**src/rtl/edge_wdt_pkg.sv**
```systemverilog
package edge_wdt_pkg;
    typedef enum logic [1:0] {
        SEL_PRESET = 2'd0,
        SEL_CTRL   = 2'd1,
        SEL_OUTEN  = 2'd2,
        SEL_STATUS = 2'd3
    } reg_sel_e;

    localparam int BASE_SEC_BIT = 0;
    localparam int OUT_EN_BIT   = 1;
    localparam int EVT_BIT      = 0;
endpackage

```
**src/rtl/edge_wdt_regs.sv**
```systemverilog
module edge_wdt_regs
    import edge_wdt_pkg::*;
#(
    parameter int DATA_W     = 8,
    parameter int PRESET_RST = 60
) (
    input  logic              clk,
    input  logic              rst_n,
    input  logic              wr_en,
    input  logic [1:0]        addr,
    input  logic [DATA_W-1:0] wr_data,
    input  logic              event_q,
    output logic [DATA_W-1:0] rd_data,
    output logic [DATA_W-1:0] preset,
    output logic              load,
    output logic              sec_base,
    output logic              out_en,
    output logic              evt_clr
);
    typedef struct packed {
        logic [DATA_W-1:0] preset;
        logic [DATA_W-1:0] ctrl;
        logic [DATA_W-1:0] outen;
    } regs_t;

    regs_t r_d, r_q;
    reg_sel_e sel;

    assign sel = reg_sel_e'(addr);

    always_comb begin
        r_d     = r_q;
        load    = 1'b0;
        evt_clr = 1'b0;
        if (wr_en) begin
            unique case (sel)
                SEL_PRESET: begin
                    r_d.preset = wr_data;
                    load       = 1'b1;
                end
                SEL_CTRL:   r_d.ctrl  = wr_data;
                SEL_OUTEN:  r_d.outen = wr_data;
                SEL_STATUS: evt_clr   = wr_data[EVT_BIT];
                default: ;
            endcase
        end
    end

    always_ff @(posedge clk) begin
        if (!rst_n) begin
            r_q.preset <= DATA_W'(PRESET_RST);
            r_q.ctrl   <= DATA_W'(1) << BASE_SEC_BIT;
            r_q.outen  <= '0;
        end else begin
            r_q <= r_d;
        end
    end

    always_comb begin
        rd_data = '0;
        unique case (sel)
            SEL_PRESET: rd_data = r_q.preset;
            SEL_CTRL:   rd_data = r_q.ctrl;
            SEL_OUTEN:  rd_data = r_q.outen;
            SEL_STATUS: rd_data[EVT_BIT] = event_q;
            default: ;
        endcase
    end

    assign preset   = wr_data;
    assign sec_base = r_q.ctrl[BASE_SEC_BIT];
    assign out_en   = r_q.outen[OUT_EN_BIT];

    // a written byte is what the register holds afterwards
    a_r11_ctrl_written: assert property (@(posedge clk) disable iff (!rst_n)
        (wr_en && sel == SEL_CTRL) |=> (r_q.ctrl == $past(wr_data)));
endmodule

```
**src/rtl/edge_wdt_timebase.sv**
```systemverilog
module edge_wdt_timebase #(
    parameter int MIN_DIV = 60
) (
    input  logic clk,
    input  logic rst_n,
    input  logic tick_sec,
    input  logic sec_base,
    input  logic load,
    output logic unit_tick
);
    localparam int DIV_W = (MIN_DIV > 1) ? $clog2(MIN_DIV) : 1;
    localparam logic [DIV_W-1:0] DIV_LAST = DIV_W'(MIN_DIV - 1);

    logic [DIV_W-1:0] div_d, div_q;
    logic             wrap;

    assign wrap = (div_q == DIV_LAST);

    always_comb begin
        div_d = div_q;
        if (load) begin
            div_d = '0;
        end else if (tick_sec) begin
            div_d = wrap ? '0 : div_q + DIV_W'(1);
        end
    end

    always_ff @(posedge clk) begin
        if (!rst_n) div_q <= '0;
        else        div_q <= div_d;
    end

    assign unit_tick = tick_sec && (sec_base || wrap);

    // the divider never leaves its range
    a_r3_div_range: assert property (@(posedge clk) disable iff (!rst_n)
        div_q <= DIV_LAST);
    // a preset write restarts the divider
    a_r4_div_restart: assert property (@(posedge clk) disable iff (!rst_n)
        load |=> (div_q == '0));
endmodule

```
**src/rtl/edge_wdt_counter.sv**
```systemverilog
module edge_wdt_counter #(
    parameter int DATA_W     = 8,
    parameter int PRESET_RST = 60
) (
    input  logic              clk,
    input  logic              rst_n,
    input  logic              load,
    input  logic [DATA_W-1:0] preset,
    input  logic              unit_tick,
    output logic              expire
);
    logic [DATA_W-1:0] cnt_d, cnt_q;
    logic              at_zero;

    assign at_zero = (cnt_q == '0);

    always_comb begin
        cnt_d  = cnt_q;
        expire = 1'b0;
        if (load) begin
            cnt_d = preset;
        end else if (unit_tick && !at_zero) begin
            cnt_d  = cnt_q - DATA_W'(1);
            expire = (cnt_q == DATA_W'(1));
        end
    end

    always_ff @(posedge clk) begin
        if (!rst_n) cnt_q <= DATA_W'(PRESET_RST);
        else        cnt_q <= cnt_d;
    end

    // without a load the count only holds or steps down by one
    a_r2_step_down: assert property (@(posedge clk) disable iff (!rst_n)
        !load |=> (cnt_q == $past(cnt_q) || cnt_q == $past(cnt_q) - DATA_W'(1)));
    // an expired counter stays at zero until reloaded
    a_r10_hold_zero: assert property (@(posedge clk) disable iff (!rst_n)
        (at_zero && !load) |=> (cnt_q == '0));
endmodule

```
**src/rtl/edge_wdt_event.sv**
```systemverilog
module edge_wdt_event #(
    parameter int RST_PULSE = 4
) (
    input  logic clk,
    input  logic rst_n,
    input  logic expire,
    input  logic evt_clr,
    input  logic out_en,
    output logic event_q,
    output logic sys_rst
);
    localparam int PW = $clog2(RST_PULSE + 1);

    typedef struct packed {
        logic          evt;
        logic [PW-1:0] pulse;
    } ev_t;

    ev_t s_d, s_q;
    logic rise;

    assign rise = expire && !s_q.evt;

    always_comb begin
        s_d = s_q;
        if (expire)       s_d.evt = 1'b1;
        else if (evt_clr) s_d.evt = 1'b0;

        if (rise && out_en)       s_d.pulse = PW'(RST_PULSE);
        else if (s_q.pulse != '0) s_d.pulse = s_q.pulse - PW'(1);
    end

    always_ff @(posedge clk) begin
        if (!rst_n) s_q <= '0;
        else        s_q <= s_d;
    end

    assign event_q = s_q.evt;
    assign sys_rst = (s_q.pulse != '0);

    // a reset pulse starts only with the event rising while enabled
    a_r6_rise_qualified: assert property (@(posedge clk) disable iff (!rst_n)
        $rose(sys_rst) |-> ($rose(event_q) && $past(out_en)));
    // an already-set flag never starts a reset
    a_r8_no_second: assert property (@(posedge clk) disable iff (!rst_n)
        ($past(event_q) && event_q) |-> !$rose(sys_rst));
    // the flag drops only after a clear write
    a_r9_sticky: assert property (@(posedge clk) disable iff (!rst_n)
        $fell(event_q) |-> $past(evt_clr));
endmodule

```
**src/rtl/edge_wdt.sv**
```systemverilog
module edge_wdt
    import edge_wdt_pkg::*;
#(
    parameter int DATA_W     = 8,
    parameter int MIN_DIV    = 60,
    parameter int RST_PULSE  = 4,
    parameter int PRESET_RST = 60
) (
    input  logic              clk,
    input  logic              rst_n,
    input  logic              tick_sec,
    input  logic              wr_en,
    input  logic [1:0]        addr,
    input  logic [DATA_W-1:0] wr_data,
    output logic [DATA_W-1:0] rd_data,
    output logic              event_flag,
    output logic              sys_rst
);
    logic [DATA_W-1:0] preset;
    logic              load, sec_base, out_en, evt_clr;
    logic              unit_tick, expire, event_q;

    edge_wdt_regs #(.DATA_W(DATA_W), .PRESET_RST(PRESET_RST)) i_regs (
        .clk(clk), .rst_n(rst_n), .wr_en(wr_en), .addr(addr),
        .wr_data(wr_data), .event_q(event_q), .rd_data(rd_data),
        .preset(preset), .load(load), .sec_base(sec_base),
        .out_en(out_en), .evt_clr(evt_clr)
    );

    edge_wdt_timebase #(.MIN_DIV(MIN_DIV)) i_timebase (
        .clk(clk), .rst_n(rst_n), .tick_sec(tick_sec),
        .sec_base(sec_base), .load(load), .unit_tick(unit_tick)
    );

    edge_wdt_counter #(.DATA_W(DATA_W), .PRESET_RST(PRESET_RST)) i_counter (
        .clk(clk), .rst_n(rst_n), .load(load), .preset(preset),
        .unit_tick(unit_tick), .expire(expire)
    );

    edge_wdt_event #(.RST_PULSE(RST_PULSE)) i_event (
        .clk(clk), .rst_n(rst_n), .expire(expire), .evt_clr(evt_clr),
        .out_en(out_en), .event_q(event_q), .sys_rst(sys_rst)
    );

    assign event_flag = event_q;

    // with the output disabled no reset pulse begins
    a_r5_disabled_quiet: assert property (@(posedge clk) disable iff (!rst_n)
        (!out_en && !sys_rst) |=> !sys_rst);
endmodule

```
**config.mk**
```make
export PLATFORM = sky130hd
export DESIGN_NAME = edge_wdt
export DESIGN_NICKNAME = d
export VERILOG_FILES = /design/src/rtl/edge_wdt_pkg.sv /design/src/rtl/edge_wdt_regs.sv /design/src/rtl/edge_wdt_timebase.sv /design/src/rtl/edge_wdt_counter.sv /design/src/rtl/edge_wdt_event.sv /design/src/rtl/edge_wdt.sv
export SDC_FILE = /design/constraint.sdc
export NUM_CORES = 1
export LEC_CHECK = 0
export ABC_AREA = 1
export CORE_MARGIN = 8
export CORE_UTILIZATION = 50
export CTS_BUF_LIST = sky130_fd_sc_hd__clkbuf_4 sky130_fd_sc_hd__clkbuf_8 sky130_fd_sc_hd__clkbuf_16
export CTS_CLUSTER_SIZE = 40
export DETAILED_ROUTE_END_ITERATION = 12
export PLACE_DENSITY = 0.8
export SLEW_MARGIN = 20
export SYNTH_ARGS = -nofsm -noshare
export SYNTH_HDL_FRONTEND = slang
export SYNTH_SLANG_ARGS = --single-unit
```
**constraint.sdc**
```tcl
create_clock -name clk -period 2.6 [get_ports clk]
set_clock_uncertainty 0.05 [all_clocks]
set_input_delay 0.26 -clock clk [delete_from_list [all_inputs] [get_ports clk]]
set_output_delay 0.26 -clock clk [all_outputs]
set_load 0.03 [all_outputs]
```
==> metrics.md, run 1 <==
| Metric | Value |
|---|---|
| Routed wire length | `4.606 mm` |
| Clock-pin slew on the worst setup and hold paths | `80 ps` |
| Boundary pin count | `24` |
| Via count | `1891` |
| CP Launch Type | `flip-flop` |
| Fraction of layout cells with a size suffix above 1 | `12.18%` |
| Cell taking the most area after synthesis | `dfxtp_1` |
| DIE AREA | `0.006554 mm2` |
| Initial DRC Count | `139` |
| Final nets | `332` |
| Largest stage delay, worst path | `670 ps` |
| Peak supply drop | `496.4 uV` |
| Sink Count | `42` |
| Placed cells | `354` |
| Worst hold path class | `reg -> reg` |
| Post-synth top area share | `39.86%` |
| Clock Latency Late Sink | `290 ps` |
| Period utilization | `84.15%` |
| GRT Resource Usage Total | `14.59%` |
| Routed len/inst | `12.72 um` |
| Largest net degree at the start of global routing | `16` |
| Yosys reg bits | `42` |
| Die Wd | `80.96 um` |
| Die Span Y | `80.96 um` |
| Setup bufs post-CTS | `0` |
| Htree depth | `2` |
| Rel. slew slack | `74.29%` |
| Initial antenna violation count | `0` |
| Core area | `0.004029 mm2` |
| Crit path DAT | `1880 ps` |
| LEAKAGE | `1.072 nW` |
| Hold_buf cts | `0` |
| Seq/Total Area, Yosys | `39.86%` |
| Crit path time final | `2188 ps` |
| Total grt overflow | `0` |
| RSZ-0062 raised after global routing | `no` |
| Final setup viols | `0` |
| Pwr Density | `637.6 mW/mm2` |
| Placer congestion estimate | `0.8866` |
| Vias per cell | `5.224` |
| Yosys warns | `0` |
| # rows | `23` |
| Critical path class | `reg -> out` |
| CTS resizes | `0` |
| # diodes | `0` |
| # DRC | `0` |
| Max cap viols | `0` |
| Max FO, Critical Path | `6` |
| WP data required | `2290 ps` |
| Fmax | `0.4571 GHz` |
| Final non-filler cell total | `362` |
| Vias in the first global route | `1695` |
| Final Hold Vio Count | `0` |
| Total iterations of the first detailed-routing run | `5` |
| Post-route antenna net violation count | `0` |
| Clk buf depth | `2` |
| CP Cell Sequence | `inv_1, ha_1, ha_1, inv_1, clkdlybuf4s50_1` |
| CP Capture Type | `output pin` |
| Detail Placement HPWL | `3.515 mm` |
| Setup TNS | `0 ps` |
| Initial Utilization | `52.36%` |
| Synthesis-to-finish area growth | `15.66%` |
| Status | `finished, final reports clean` |
| First-pass GRT wire length | `7.562 mm` |
| Register-to-register setup slack | `1000 ps` |
| Clk Tree Root Cell | `clkbuf_8` |
| CTS buffer count | `5` |
| Yosys cell types | `32` |
| Avg Cell Area, Syn | `7.350 um2` |
| Worst-Margin Slew | `384.7 ps` |
| CTS tree | `yes` |
| Post-Syn Nets | `308` |
| Ranking of synthesized cells by area | `dfxtp_1 40%, nand2_1 9.1%, inv_1 7.1%` |
| # port buffers | `23` |
| CP max stage cell | `clkdlybuf4s50_1` |
| Post-synthesis cell area | `0.002110 mm2` |
| Slew Viols, Final | `0` |
| Synth Instances | `287` |
-- area by class of cell --
| class | instances | area [um2] |
|---|---|---|
| clock inverters | 1 | 5.005 |
| clock buffers | 7 | 90.09 |
| inverters | 46 | 172.7 |
| fillers | 370 | 1589 |
| multi-input cells | 190 | 1036 |
| well taps | 50 | 62.56 |
| flip-flops and latches | 42 | 840.8 |
| repair buffers | 26 | 232.7 |
-- synth_stat cells --
cell type	instances
nand2_1	51
dfxtp_1	42
inv_1	40
nor2_1	28
a21oi_1	27
nand3_1	21
o21ai_0	15
o221ai_1	8
ha_1	7
inv_2	5
o21ai_1	4
buf_2	3
nand3_2	3
nor2_4	3
o211ai_1	3
o22ai_1	3
xor2_1	3
a21oi_2	2
buf_4	2
buf_6	2
clkbuf_1	2
nand4_1	2
o21ai_2	2
clkinv_1	1
nand2_2	1
nand2_4	1
nor2_2	1
nor3b_2	1
o2111ai_1	1
o31ai_1	1
or2_0	1
xnor2_1	1
-- cell families after synthesis --
kind of cell | Yosys count | synth area share (%)
AOI/OAI and AO/OA | 66 | 18.62
xor gates and xnor gates | 4 | 1.661
adders and majority gates | 7 | 4.152
buffers and inverters | 55 | 11.03
DFF | 42 | 39.86
and+or+nand+nor | 113 | 24.67
-- flip-flops by register name (all words and copies together) (netlist names) --
register	count
i_regs.r_q	22
i_event.event_q	1
i_regs.sec_base	1
i_counter.cnt_q	8
i_event.s_q	3
i_timebase.div_q	6
i_regs.out_en	1
-- worst max-delay path, delay by kind of cell (launching register included) --
family	cells	cell delay, ps
buffers and inverters	3	820
flip-flops	1	330
adder cells (fa/ha/maj)	2	440
-- per-layer routing --
layer	routed length (um)	GRT usage [%]	up-vias
met2	2171	23.26	49
met1	2166	18.16	844
met5	0	0	-
met3	194	3.863	8
met4	74	6.250	0
li1	-	-	990
-- layout by cell type (no fill, tap or decap), types with 2 or more instances in the layout --
master and count:
o221ai_1 8, o21ai_0 15, clkbuf_8 6, nand2_1 51
o21ai_2 2, inv_1 40, nand3_2 3, xor2_1 3
o211ai_1 3, a21oi_2 2, o22ai_1 3, ha_1 7
clkdlybuf4s50_1 15, nor2_4 3, nor2_1 28, dfxtp_1 42
o21ai_1 4, buf_4 11, nand4_1 2, a21oi_1 27
inv_2 5, nand3_1 21
-- worst paths after layout --
kind / cells after the start / to / start
worst max-delay path: 5 / sys_rst / i_event.s_q[0]
worst min-delay path: 2 / i_regs.r_q[12] / i_regs.r_q[12]
worst max register to register: 10 / i_event.s_q[1] / i_counter.cnt_q[0]
worst min register to register: 2 / i_regs.r_q[12] / i_regs.r_q[12]
-- power breakdown --
group,switching (W),internal [W],leakage (nW)
Sequential,0.0000257,0.000694,0.344
Clock,0.000213,0.000225,0.0517
Combinational,0.000245,0.000154,0.676
-- through the flow --
step                      utilization (%)  setup WS [ps]  instance area [um2]  power [W]  hold slack [ps]
final                               60.56          412.2                 2440   0.001556            408.0
after global routing                60.56          282.7                 2440   0.001643            426.5
after CTS                           60.56          393.3                 2440   0.001566            404.7
after detailed placement            58.20          581.2                 2345   0.001133            394.4
after global placement              58.20          579.7                 2345   0.001123            389.8
after floorplan                         -           1107                 2110   0.001012            344.9
Note: power is estimated with default switching activity, not from simulation.
==> run 2: changes to the inputs <==
==> constraint.sdc (replaced) <==
create_clock -name clk -period 2.1 [get_ports clk]
set_clock_uncertainty 0.05 [all_clocks]
set_input_delay 0.21 -clock clk [delete_from_list [all_inputs] [get_ports clk]]
set_output_delay 0.21 -clock clk [all_outputs]
set_load 0.03 [all_outputs]
==> metrics.md, run 2 (synthesized netlist as in run 1, its figures left out) <==
| Metric | Value |
|---|---|
| Status | `finished, final reports clean` |
| Peak supply drop | `758.8 uV (+53%)` |
| Int Power | `0.001515 W (+41%)` |
| Combinational share of power | `22.3% (-3.3 points)` |
| Htree depth | `2 (unchanged)` |
| Worst-Margin Slew | `388.7 ps (+4.042 ps)` |
| Worst hold path class | `reg -> reg` |
| Clock power frac | `36.5% (+8.4 points)` |
| Worst R2R Start | `i_counter.cnt_q[0]` |
| Clk buf depth | `2 (unchanged)` |
| CP max stage cell | `dlygate4sd2_1` |
| WP data required | `1840 ps (-450 ps)` |
| Die Span Y | `80.96 um (unchanged)` |
| CTS buffer count | `5 (unchanged)` |
| Max cap viols | `0 (unchanged)` |
| Final setup viols | `0 (unchanged)` |
| Metal-1 WL | `2.249 mm (+3.8%)` |
| Fraction of layout cells with a size suffix above 1 | `12.46% (+0.28 points)` |
| CP Launch Type | `flip-flop` |
| Final Hold Vio Count | `0 (unchanged)` |
| Crit path DAT | `1650 ps (-230 ps)` |
| Critical path class | `reg -> out` |
| LEAKAGE | `1.094 nW (+2.1%)` |
| Commonest non-fill, non-tap cells in the layout | `51 x nand2_1, 42 x dfxtp_1, 40 x inv_1` |
| CP Cell Sequence | `inv_1, ha_1, ha_1, inv_1, dlygate4sd2_1` |
| Largest stage delay, worst path | `400 ps (-270 ps)` |
| Placer congestion estimate | `0.8820 (-0.52%)` |
| Boundary pin count | `24 (unchanged)` |
| RSZ-0062 raised after global routing | `no` |
| Period utilization | `90.73%` |
| # port buffers | `23 (unchanged)` |
| Crit path capture | `sys_rst` |
| Largest reg by FF count | `i_regs.r_q` |
| Post-route antenna net violation count | `0 (unchanged)` |
| Worst setup startpoint | `i_event.s_q[0]` |
| Fmax | `0.5248 GHz` |
| Switching fraction of total power | `29.84% (-1.2 points)` |
| Max FO, Critical Path | `6 (unchanged)` |
| Largest net degree at the start of global routing | `16 (unchanged)` |
| Sequential share of power | `41.3% (-5.0 points)` |
| CTS tree | `yes` |
| Total grt overflow | `0 (unchanged)` |
| Initial Utilization | `52.36% (unchanged)` |
| Setup TNS | `0 ps (unchanged)` |
| Metal3 WL | `153 um (-21%)` |
| Vias per cell | `5.234 (+0.20%)` |
| Synthesis-to-finish area growth | `17.97%` |
| Core area | `0.004029 mm2 (unchanged)` |
| Initial DRC Count | `207 (+49%)` |
| Final non-filler cell total | `363 (+0.28%)` |
| Crit path time final | `1905 ps` |
| Rel. slew slack | `73.92% (-0.37 points)` |
| # diodes | `0 (unchanged)` |
| Clock Latency Late Sink | `310 ps (+20 ps)` |
| Routed len/inst | `13.04 um (+2.5%)` |
| Commonest non-fill, non-tap cell in the layout | `nand2_1` |
| Initial antenna violation count | `0 (unchanged)` |
| Total iterations of the first detailed-routing run | `4 (-1)` |
| Final Cell Area | `0.002489 mm2 (+2.0%)` |
| GRT Resource Usage Total | `15.16% (+0.57 points)` |
| Detail Placement HPWL | `3.599 mm (+2.4%)` |
| Detail Route met2 WL | `2.267 mm (+4.4%)` |
| Clock-pin slew on the worst setup and hold paths | `90 ps (about the same)` |
| Clk Tree Root Cell | `clkbuf_8` |
| Slew Viols, Final | `0 (unchanged)` |
| Sink Count | `42 (unchanged)` |
| Via count | `1900 (+0.48%)` |
| # DRC | `0 (unchanged)` |
| Top sig layer | `met4` |
| Switching Power | `0.0006444 W (+33%)` |
| Placed cells | `355 (+0.28%)` |
| Largest registers | `i_regs.r_q: 22 flops, i_counter.cnt_q: 8 flops, i_timebase.div_q: 6 flops` |
| Final nets | `333 (+0.30%)` |
| Routed wire length | `4.734 mm (+2.8%)` |
| Die Wd | `80.96 um (unchanged)` |
| Pwr Density | `867.8 mW/mm2 (+36%)` |
| Register-to-register setup slack | `500 ps (-500 ps)` |
| CP Capture Type | `output pin` |
| Fillcell total | `360 (-2.7%)` |
| Worst reg-to-reg path cell count | `10 (unchanged)` |
| Max reg flops | `22 (unchanged)` |
| Placed Area | `0.002352 mm2 (+0.32%)` |
| First-pass GRT wire length | `7.990 mm (+5.7%)` |
| Vias in the first global route | `1794 (+5.8%)` |
| DIE AREA | `0.006554 mm2 (unchanged)` |
| # rows | `23 (unchanged)` |
| RR Endpoint | `i_event.s_q[0]` |
[run 2: cell types whose count changed in the layout (fill, tap and decap cells not counted)]
| cell | delta |
|---|---|
| bufinv_16 | +2 |
| buf_4 | +1 |
| clkbuf_4 | -1 |
| clkbuf_8 | -1 |
| clkdlybuf4s50_1 | -1 |
| clkinv_2 | -1 |
| clkinv_4 | +1 |
| dlygate4sd2_1 | +1 |
[run 2: timing repair]
action	4_1_cts	5_1_grt
setup endpoints to repair	1	0
buffers inserted	0	0
hold endpoints to repair	0	0
resized for setup	1	0
hold buffers	0	0
[run 2: power groups by stage]
stage / registers, W / logic, W / clock network, W
3_3_place_gp: 0.000908 / 0.000477 / 0
5_1_grt: 0.000899 / 0.000541 / 0.000811
4_1_cts: 0.000891 / 0.000480 / 0.000785
6_report: 0.000892 / 0.000481 / 0.000787
3_5_place_dp: 0.000910 / 0.000489 / 0
2_1_floorplan: 0.000902 / 0.000351 / 0
[run 2: stage by stage]
step	setup WS (ps)	power (W)	utilization, %	hold WS (ps)
CTS	191.3	0.002156	61.77	407.7
global route	114.3	0.002251	61.77	429.9
finish	194.6	0.002160	61.77	405.4
floorplan	707.0	0.001253	-	294.9
detailed placement	237.2	0.001399	58.39	395.6
global placement	281.2	0.001385	58.39	389.3
[run 2: how the worst min path moves through the flow]
stage,slack (ps),start,cells after the start,to
floorplan,290,wr_data[2],2,i_regs.r_q[10]
global placement,390,i_regs.r_q[6],2,i_regs.r_q[6]
detailed placement,400,i_regs.r_q[2],2,i_regs.r_q[2]
CTS,410,i_regs.r_q[2],2,i_regs.r_q[2]
global route,430,i_regs.r_q[12],2,i_regs.r_q[12]
finish,410,i_regs.r_q[11],2,i_regs.r_q[11]
[run 2: critical path, delay by kind of cell (launching register included)]
family | cells | cell delay [ps]
flops | 1 | 330
fa+ha+maj | 2 | 460
buf+inv | 3 | 550
[run 2: metal layers]
| layer | track usage (%) | vias up |
|---|---|---|
| li1 | - | 984 |
| met1 | 18.62 | 873 |
| met4 | 5.536 | 0 |
| met5 | 0 | - |
| met2 | 25.18 | 36 |
| met3 | 3.642 | 7 |
[run 2: final cells by class]
class	instances	area, um2	area share (%)
clock buffers	5	68.82	2.765
clock inverters	3	68.82	2.765
inverters	46	172.7	6.938
multi-input cells	190	1036	41.63
flip-flops and latches	42	840.8	33.79
well taps	50	62.56	2.514
repair buffers	27	239.0	9.603
==> run 3: changes to the inputs <==
==> constraint.sdc (replaced) <==
create_clock -name clk -period 2.1 [get_ports clk]
set_clock_uncertainty 0.05 [all_clocks]
set_input_delay 0.63 -clock clk [delete_from_list [all_inputs] [get_ports clk]]
set_output_delay 0.63 -clock clk [all_outputs]
set_load 0.03 [all_outputs]
==> metrics.md, run 3 (synthesized netlist as in run 1, its figures left out) <==
| Metric | Value |
|---|---|
| Max cap viols | `0 (unchanged)` |
| DIE AREA | `0.006554 mm2 (unchanged)` |
| Synthesis-to-finish area growth | `30.84%` |
| Final setup margin | `-66.53 ps (-261.1 ps)` |
| CP max stage cell | `buf_6` |
| Max reg flops | `22 (unchanged)` |
| Crit path top cell by count | `buf_6` |
| Initial DRC Count | `178 (-14%)` |
| # diodes | `0 (unchanged)` |
| Sink Count | `42 (unchanged)` |
| Pwr Total | `0.002095 W (-3.0%)` |
| Placed Area | `0.002495 mm2 (+6.1%)` |
| Routed wire length | `5.679 mm (+20%)` |
| Via count | `2081 (+9.5%)` |
| Pwr Density | `759.0 mW/mm2 (-13%)` |
| RSZ-0062 raised after global routing | `yes` |
| Met1 usage | `19.08% (+0.46 points)` |
| Hold Path Origin | `i_event.s_q[0]` |
| Status | `finished, violations left` |
| Commonest non-fill, non-tap cells in the layout | `49 x nand2_1, 41 x dfxtp_1, 40 x inv_1` |
| Largest net degree at the start of global routing | `15 (-1)` |
| # port buffers | `23 (unchanged)` |
| Failing checks | `setup timing` |
| GRT met3 Usage | `4.305% (+0.66 points)` |
| Hold Path Sink | `i_event.s_q[0]` |
| Final Cell Area | `0.002760 mm2 (+11%)` |
| Die Span Y | `80.96 um (unchanged)` |
| Crit path time final | `2167 ps (+261.1 ps)` |
| LEAKAGE | `1.218 nW (+11%)` |
| CTS buffer count | `5 (unchanged)` |
| Clock-pin slew on the worst setup and hold paths | `80 ps (about the same)` |
| Placer congestion estimate | `0.9177 (+4.0%)` |
| Largest registers | `i_regs.r_q: 22 flops, i_counter.cnt_q: 8 flops, i_timebase.div_q: 6 flops` |
| Total iterations of the first detailed-routing run | `5 (+1)` |
| Largest stage delay, worst path | `160 ps (-240 ps)` |
| Post-route antenna net violation count | `0 (unchanged)` |
| Vias in the first global route | `2018 (+12%)` |
| Worst R2R Start | `i_counter.cnt_q[0]` |
| Fin util | `68.51% (+6.7 points)` |
| Met2 usage | `30.07% (+4.9 points)` |
| # DRC | `0 (unchanged)` |
| Worst reg-to-reg path cell count | `10 (unchanged)` |
| Worst hold path class | `reg -> reg` |
| CP Capture Type | `output pin` |
| RR Endpoint | `i_counter.cnt_q[3]` |
| Clock Latency Late Sink | `300 ps (about the same)` |
| Final nets | `351 (+5.4%)` |
| Boundary pin count | `24 (unchanged)` |
| Footprint of the multi-input gates | `0.001145 mm2 (+11%)` |
| CTS tree | `yes` |
| CP Cell Sequence | `buf_6, inv_2, nor2_4, buf_4, nand2_1, o221ai_4, buf_6` |
| Critical path class | `in -> out` |
| Core area | `0.004029 mm2 (unchanged)` |
| Initial Utilization | `52.36% (unchanged)` |
| Rel. slew slack | `73.75% (-0.17 points)` |
| Fraction of layout cells with a size suffix above 1 | `22.36% (+9.9 points)` |
| Register Area | `842.1 um2 (+0.15%)` |
| Peak supply drop | `537.2 uV (-29%)` |
| Largest reg by FF count | `i_regs.r_q` |
| Period utilization | `103.2% (+12 points)` |
| Initial antenna violation count | `0 (unchanged)` |
| Detail Placement HPWL | `3.831 mm (+6.4%)` |
| WP data required | `1420 ps (-420 ps)` |
| Vias per cell | `5.462 (+4.4%)` |
| Clk Tree Root Cell | `clkbuf_8` |
| Crit path DAT | `1490 ps (-160 ps)` |
| Worst-Margin Slew | `392.7 ps (+4.000 ps)` |
| First-pass GRT wire length | `8.914 mm (+12%)` |
| CP Launch Type | `input port` |
| Commonest non-fill, non-tap cell in the layout | `nand2_1` |
| Final setup viols | `1 (+1)` |
| GRT Resource Usage Total | `16.93% (+1.8 points)` |
| Register-to-register setup slack | `550 ps (+50 ps)` |
| Clk buf depth | `2 (unchanged)` |
| Die Wd | `80.96 um (unchanged)` |
| Hold_buf cts | `0 (unchanged)` |
| Routed len/inst | `14.91 um (+14%)` |
| Total grt overflow | `0 (unchanged)` |
| # rows | `23 (unchanged)` |
| Max FO, Critical Path | `5 (-1)` |
| Most used routing layer | `met2` |
| Hold Crit Depth | `2 (unchanged)` |
| Slew Viols, Final | `0 (unchanged)` |
| Fillcell total | `317 (-12%)` |
| Final Hold Vio Count | `0 (unchanged)` |
| Fmax | `0.4616 GHz (-12%)` |
| Htree depth | `2 (unchanged)` |
[run 3: cell types whose count changed in the layout (fill, tap and decap cells not counted), sizes merged]
cell and delta:
dlygate4sd2 -1, buf +20, clkinvlp +2, dlymetal6s2s +1, clkdlybuf4s15 +1, clkdlybuf4s50 -3
bufinv -1, clkinv -1
[run 3: how the worst max path moves through the flow]
stage             from          to  slack (ps)
2_1_floorplan  addr[1]  rd_data[2]        -130
3_3_place_gp   addr[0]  rd_data[6]        -380
3_5_place_dp   addr[1]  rd_data[0]        -460
4_1_cts        addr[0]  rd_data[2]           4
5_1_grt        addr[1]  rd_data[3]         -90
6_report       addr[1]  rd_data[3]         -70
[run 3: power breakdown]
part	internal [W]	total (W)	switching, W
registers	0.000861	0.000895	0.0000342
clock network	0.000354	0.000648	0.000294
logic	0.000225	0.000552	0.000328
total	0.00144	0.00210	0.000656
[run 3: layer usage]
| metal | share of wire [%] | vias to the layer above |
|---|---|---|
| li1 | - | 1020 |
| met3 | 4.4 | 18 |
| met4 | 3.3 | 0 |
| met1 | 40 | 975 |
| met5 | 0 | - |
| met2 | 52 | 68 |
[run 3: final cells by class]
type | count | area share [%]
Tap cell | 50 | 2.267
Clock inverter | 3 | 1.632
Inverter | 46 | 6.437
Multi-Input combinational cell | 190 | 41.48
Clock buffer | 5 | 2.493
Timing Repair Buffer | 45 | 15.19
Sequential cell | 42 | 30.51
[run 3: metrics by stage]
| step | std cells | worst slack, ps | TNS (ps) | hold WS, ps |
|---|---|---|---|---|
| finish | 381 | -66.53 | -66.53 | 412.9 |
| CTS | 381 | 4.198 | 0 | 411.7 |
| floorplan | 287 | -133.0 | -411.2 | 379.5 |
| global placement | 371 | -382.3 | -3191 | 395.7 |
| global route | 381 | -87.92 | -152.4 | 451.5 |
| detailed placement | 371 | -460.8 | -4566 | 398.7 |
[run 3: worst max-delay path, delay by kind of cell]
kind / cells / cell delay, ps
AOI/OAI and AO/OA: 1 / 140
buffers and inverters: 4 / 520
and+or+nand+nor: 2 / 190
[run 3: what timing repair did]
action | 4_1_cts | 5_1_grt
setup endpoints to repair | 8 | 10
pin swaps | 2 | 1
gates resized for setup | 23 | 16
buffers inserted | 1 | 0
cloned | 1 | 0
